$ cat config.mk
export PLATFORM = sky130hd
export DESIGN_NAME = plsr_top
export DESIGN_NICKNAME = d
export VERILOG_FILES = /design/src/rtl/plsr_pkg.sv /design/src/rtl/plsr_rst_sync.sv /design/src/rtl/plsr_trig_qual.sv /design/src/rtl/plsr_stages.sv /design/src/rtl/plsr_top.sv
export SDC_FILE = /design/constraint.sdc
export NUM_CORES = 1
export LEC_CHECK = 0
export BUFFER_PORTS_ARGS = -buffer_cell sky130_fd_sc_hd__buf_2
export CAP_MARGIN = 30
export CORE_UTILIZATION = 25
export CTS_CLUSTER_DIAMETER = 60
export DETAILED_ROUTE_END_ITERATION = 8
export GPL_TIMING_DRIVEN = 0
export SYNTH_ARGS = -nofsm -noshare
export SYNTH_HDL_FRONTEND = slang
export SYNTH_SLANG_ARGS = --single-unit
export TNS_END_PERCENT = 20
$ cat constraint.sdc
create_clock -name clk -period 5.3 [get_ports clk]
set_clock_uncertainty 0.2 [all_clocks]
set_input_delay 0.265 -clock clk [delete_from_list [all_inputs] [get_ports clk]]
set_output_delay 0.265 -clock clk [all_outputs]
set_load 0.005 [all_outputs]
$ cat src/rtl/plsr_pkg.sv
package plsr_pkg;

    localparam int unsigned PLSR_DEPTH_DEF = 64;
    localparam int unsigned PLSR_SYNC_DEF  = 2;

    // The two shift-control inputs, kept together through the synchronizer.
    typedef struct packed {
        logic p;
        logic n;
    } trig_pair_t;

    // Edge qualification: rising p while n low, or falling n while p high.
    function automatic logic qualify(input trig_pair_t now_v, input trig_pair_t was_v);
        logic rise_p;
        logic fall_n;
        rise_p = now_v.p & ~was_v.p & ~now_v.n;
        fall_n = was_v.n & ~now_v.n & now_v.p;
        return rise_p | fall_n;
    endfunction

endpackage

$ cat src/rtl/plsr_rst_sync.sv
module plsr_rst_sync #(
    parameter int unsigned STAGES = 2
) (
    input  logic clk,
    input  logic rst,
    output logic rst_q
);
    logic [STAGES-1:0] chain_q;

    always_ff @(posedge clk or posedge rst) begin
        if (rst) begin
            chain_q <= '1;
        end else begin
            chain_q <= {chain_q[STAGES-2:0], 1'b0};
        end
    end

    assign rst_q = chain_q[STAGES-1];
endmodule

$ cat src/rtl/plsr_trig_qual.sv
module plsr_trig_qual
    import plsr_pkg::*;
#(
    parameter int unsigned SYNC_STAGES = PLSR_SYNC_DEF
) (
    input  logic       clk,
    input  logic       rst_q,
    input  trig_pair_t trig_raw,
    output logic       shift_en,
    output logic       armed
);
    localparam int unsigned ARM_LIMIT = SYNC_STAGES + 1;
    localparam int unsigned ARM_W     = $clog2(ARM_LIMIT + 1);

    trig_pair_t       sync_q [SYNC_STAGES];
    trig_pair_t       hist_q;
    logic [ARM_W-1:0] arm_cnt;

    always_ff @(posedge clk or posedge rst_q) begin
        if (rst_q) begin
            for (int i = 0; i < SYNC_STAGES; i++) begin
                sync_q[i] <= '0;
            end
        end else begin
            sync_q[0] <= trig_raw;
            for (int i = 1; i < SYNC_STAGES; i++) begin
                sync_q[i] <= sync_q[i-1];
            end
        end
    end

    always_ff @(posedge clk or posedge rst_q) begin
        if (rst_q) begin
            hist_q <= '0;
        end else begin
            hist_q <= sync_q[SYNC_STAGES-1];
        end
    end

    // Edges are ignored until the synchronizer and history hold real samples.
    always_ff @(posedge clk or posedge rst_q) begin
        if (rst_q) begin
            arm_cnt <= '0;
        end else if (arm_cnt != ARM_W'(ARM_LIMIT)) begin
            arm_cnt <= arm_cnt + 1'b1;
        end
    end

    assign armed    = (arm_cnt == ARM_W'(ARM_LIMIT));
    assign shift_en = armed & qualify(sync_q[SYNC_STAGES-1], hist_q);
endmodule

$ cat src/rtl/plsr_stages.sv
module plsr_stages #(
    parameter int unsigned DEPTH  = 64,
    parameter int unsigned CODE_W = $clog2(DEPTH)
) (
    input  logic              clk,
    input  logic              rst_q,
    input  logic              shift_en,
    input  logic              din,
    input  logic [CODE_W-1:0] tap_sel,
    output logic [DEPTH-1:0]  stage_vec,
    output logic              tap_bit
);
    logic [DEPTH-1:0] stage_q;

    always_ff @(posedge clk or posedge rst_q) begin
        if (rst_q) begin
            stage_q <= '0;
        end else if (shift_en) begin
            stage_q <= {stage_q[DEPTH-2:0], din};
        end
    end

    assign stage_vec = stage_q;
    assign tap_bit   = stage_q[tap_sel];
endmodule

$ cat src/rtl/plsr_top.sv
module plsr_top
    import plsr_pkg::*;
#(
    parameter int unsigned DEPTH       = PLSR_DEPTH_DEF,
    parameter int unsigned SYNC_STAGES = PLSR_SYNC_DEF,
    parameter int unsigned CODE_W      = $clog2(DEPTH)
) (
    input  logic              clk,
    input  logic              rst,
    input  logic [CODE_W-1:0] len_code,
    input  logic              din_a,
    input  logic              din_b,
    input  logic              sel_b,
    input  logic              trig_p,
    input  logic              trig_n,
    output logic              sout,
    output logic              sout_n
);
    logic             rst_q;
    logic             shift_en;
    logic             armed;
    logic             din_sel;
    logic [DEPTH-1:0] stage_vec;
    trig_pair_t       trig_raw;

    assign trig_raw.p = trig_p;
    assign trig_raw.n = trig_n;
    assign din_sel    = sel_b ? din_b : din_a;

    plsr_rst_sync #(.STAGES(2)) u_rst (
        .clk   (clk),
        .rst   (rst),
        .rst_q (rst_q)
    );

    plsr_trig_qual #(.SYNC_STAGES(SYNC_STAGES)) u_qual (
        .clk      (clk),
        .rst_q    (rst_q),
        .trig_raw (trig_raw),
        .shift_en (shift_en),
        .armed    (armed)
    );

    plsr_stages #(.DEPTH(DEPTH), .CODE_W(CODE_W)) u_stg (
        .clk       (clk),
        .rst_q     (rst_q),
        .shift_en  (shift_en),
        .din       (din_sel),
        .tap_sel   (len_code),
        .stage_vec (stage_vec),
        .tap_bit   (sout)
    );

    assign sout_n = ~sout;
endmodule

# Word-level counts from Yosys, hierarchy flattened
# Cells that the tools add are included.
# classes
n_addsub	1
order_cmp	1
n_eq_ne	2
muxes	3
bitwise	9
# ops
cell	n
less-than comparator 6 x 7 -> 1 bit, second input constant	1
binary-select mux 1 bit (select 6 bit)	1
bitwise AND 1 bit	5
inverter 1 bit	3
adder 2 x 1 -> 2 bit, second input constant	1
== test 2 bit, second input constant	1
two-way mux 1 bit	2
inequality test 2 bit, second input constant	1
OR 1 bit	1
# totals
reg_bits	74
input_bits	13
wordCells	25

# Longest topological paths before layout
# logic_depth
word_depth	5
depth_mapped	7

# Modules after synthesis
# From an unflattened synthesis, not the netlist that was laid out.
# hier_totals
cells_unflattened	197
hier_area_um2	3290.7
# modules_own_cells
module	n_inst	cells_each	area_per_inst_um2	seq_area_each_um2
plsr_stages	1	176	2956.6	1601.5
plsr_trig_qual	1	15	255.2	200.2
plsr_rst_sync	1	4	60.1	52.6
plsr_top	1	2	18.8	0.0

# Least setup slack after synthesis
# No wires, ideal clock.
# synth_path
path_kind	input port to output port
start	input port len_code[1]
end	output port sout
arrival_time_ps	1808
setup_slack_ps	3027
path_stages	5
cell_sequence	buf_6 > mux4_1 > mux2_2 > mux4_2 > o32a_1
# synth_between
elab_chain_len	2
# synth_lines
item	line	source
start, declared	plsr_top.sv:10	input logic [CODE_W-1:0] len_code,
binary-select mux 1 bit (select 6 bit)	plsr_stages.sv:24	assign tap_bit = stage_q[tap_sel];
two-way mux 1 bit (not written as such)	plsr_stages.sv:24	
end, declared	plsr_top.sv:16	output logic sout,
# Every way passes these cells. The select of a mux whose other input is x is not followed.

# Final worst setup path
# layout_path
start	register u_stg.stage_q[7] (netlist: u_stg.stage_vec[7])
end	output port sout
# layout_between
elab_chain_len	2
# layout_lines
item	line	source
start, declared	plsr_stages.sv:13	logic [DEPTH-1:0] stage_q;
start signal, assigned	plsr_stages.sv:19	stage_q <= {stage_q[DEPTH-2:0], din};
binary-select mux 1 bit (select 6 bit)	plsr_stages.sv:24	
two-way mux 1 bit (not written as such)	plsr_stages.sv:24	
# Every way passes these cells. The select of a mux whose other input is x is not followed.

==> flow_summary.ini <==
[hold_path]
min_delay_path_depth = 3
worstHoldEndpoint = u_stg.stage_vec[0]
hold_class = in -> reg
hp-start = din_a

[detailed_routing]
viasPerCell = 4.29
ant_nets = 0
drt_iter0_drc = 65
drc = 0
wire_per_inst_um = 13.1
vias = 1713
wl_um = 5240
first_pass_iters = 4

[synthesis]
synth_top_family_by_area = multiplexers
synthDistinctLibCells = 27
synth_compound_area_frac = 0.0178
ys_ff_latch = 74
synthSimpleGateAreaFrac = 0.0137
yosys.area_share.adder = 0.00380
syn_area_per_cell_um2 = 16.7
netlist_area_um2 = 3300
ys_warn_count = 0
syn_nets = 211
synth_edf_count = 0
synth_ff_type = dfrtp_1
synthArstFlopShare = 1.00
ys_seq_area_frac = 0.562
synthCells = 197
synthXorXnorAreaFrac = 0.00266
synthMuxAreaShare = 0.365

[clock_network]
h-tree-depth = 3
cts_tree = yes
ctsHoldBuffers = 3
clockBufferDepth = 2
clkTransAtPathRegs_ps = 60
cts_inserted_buffers = 9
cts_setup_buffers = 0
post_cts_resized = 0
root_buffer = clkbuf_16
clkLatencyLatePin_ps = 330
cts.sinks = 74

[setup_path]
reg2reg_from = u_qual.arm_cnt[0]
crit_type = reg -> out
reg2reg_to = u_stg.stage_vec[63]
rr_worst_depth = 6
cp-end-kind = primary output
r2r_slack_ps = 2780
start_kind = flip-flop
cp_max_fo = 3
crit_arrival_ps = 2330
worst_ep_required_time_ps = 4840

[layout]
layout.cells.most_common_list = dfrtp_1 (72), mux2_2 (68), buf_2 (11), clkbuf_1 (10), mux4_2 (10)
nNetsFinal = 236
diodes = 0
finalNonFillerCells = 399
drive_above_1_share = 0.493
fin_area_um2 = 3860
layout_commonest_cell = dfrtp_1
area_delta_synth_final_pct = 17.2

[timing]
worst_slack_ps = 2510
min_period_ps = 2790
finalHoldViolCount = 0
period_share = 0.527
relSlewSlack = 0.421
clock.fmax_mhz = 358
setup_violations = 0
tightest_slew_ps = 869
setup_tns_ps = 0
rsz0062_at_grt = false
timing.hold.ws_ps = 55.9
slew_viol_final = 0

[floorplan]
die_x_um = 117
core_area_um2 = 12700
ioPinCount = 15
dieHeight_um = 117
die_area_um2 = 13700
start_util = 0.259
num_rows = 41

[pwr]
power_frac_seq = 0.490
internal_power_w = 0.00103
p_leak_nw = 1.78
p_comb_frac = 0.104
netSwitchingFraction = 0.223
p_per_area_nw_per_um2 = 342
pwr-share-clk = 0.406
switchingPower_w = 0.000295
vdd_ir_drop_max_mv = 0.154

[global_routing]
grt_max_degree = 73
grt_use_total = 0.0902
antenna_found_initial = 0
grt_pass1_vias = 1752
grt_overflow = 0
grt_pass1_wl_um = 9020

[placed_design]
hpwlAfterDp_um = 3480
globalplace.congestion = 0.710
portBuffers = 11
placed_cell_area_um2 = 3570
dp_slack_ps = 2750
dp_cells = 380

[run_status]
status = complete, no violations

[run]
drv_cap = 0
==> critical path, stage by stage, from the launching register on <==
cell     delay [ps]
dfrtp_1         390
mux4_1          500
mux2_2          290
mux4_2          510
o32a_1          190
buf_2           120
==> stage by stage <==
step                      power [W]  utilization
after floorplan            0.000757            -
after global placement     0.000790        0.280
after detailed placement   0.000795        0.281
after CTS                   0.00135        0.304
after global routing        0.00139        0.304
final                       0.00132        0.304
==> flip-flops by register name (all words and copies together), names as in the netlist <==
name and flops:
u_qual.hist_q 2, u_qual.arm_cnt 2, u_stg.stage_vec 64, u_qual.sync_q 4, u_rst.chain_q 2
==> area by class of cell <==
cell class | count | area, um^2
fill | 1293 | 8860
clock inverter | 3 | 15.0
timing repair buffer | 14 | 85.1
tap | 172 | 215
clock buffer | 13 | 250
buffer | 13 | 101
sequential | 74 | 1850
multi-input combinational | 108 | 1330
inverter | 2 | 10.0
==> cells in the mapped netlist (2+ instances only) <==
master | n | area [um^2]
mux2i_1 | 3 | 30.0
nor2_1 | 2 | 7.51
mux4_2 | 10 | 225
clkbuf_8 | 3 | 41.3
mux2_2 | 68 | 766
dfrtp_1 | 72 | 1800
clkbuf_1 | 7 | 26.3
nand2_1 | 3 | 11.3
dfstp_2 | 2 | 52.6
inv_1 | 2 | 7.51
buf_6 | 3 | 33.8
mux4_1 | 7 | 184
==> power groups by stage <==
stage | Clock (W) | Combinational, W | Sequential (W)
5_1_grt | 0.000581 | 0.000153 | 0.000654
3_3_place_gp | 0 | 0.000135 | 0.000655
4_1_cts | 0.000561 | 0.000141 | 0.000647
2_1_floorplan | 0 | 0.000113 | 0.000644
3_5_place_dp | 0 | 0.000137 | 0.000657
6_report | 0.000537 | 0.000138 | 0.000647
==> worst max path at each step <==
stage	from	cells past startpoint	to	slack (ps)
3_3_place_gp	u_rst.chain_q[1]	1	u_stg.stage_vec[44]	2220
4_1_cts	u_stg.stage_vec[23]	5	sout	2490
2_1_floorplan	u_rst.chain_q[1]	1	u_qual.arm_cnt[0]	2930
5_1_grt	u_stg.stage_vec[7]	5	sout	2440
6_report	u_stg.stage_vec[7]	5	sout	2510
3_5_place_dp	u_qual.arm_cnt[0]	6	u_stg.stage_vec[53]	2750
==> metal layers <==
layer  track usage  vias up  share of wire
met1         0.120      895           0.50
li1              -      790              -
met2         0.131       21           0.45
met4        0.0354        0          0.014
met5             0        -              0
met3        0.0371        7          0.037
==> logic make-up (layout without fill, tap and decap cells) <==
| kind of cell | after synthesis | count (layout) |
|---|---|---|
| AO/OA/AOI/OAI | 8 | 8 |
| AND/OR/NAND/NOR | 9 | 9 |
| adder cells (fa/ha/maj) | 1 | 1 |
| buffers and inverters | 15 | 45 |
| other | 1 | 1 |
| flip-flops | 74 | 74 |
| XOR/XNOR | 1 | 1 |
| multiplexers | 88 | 88 |
Power figures use the tool's default switching activity.
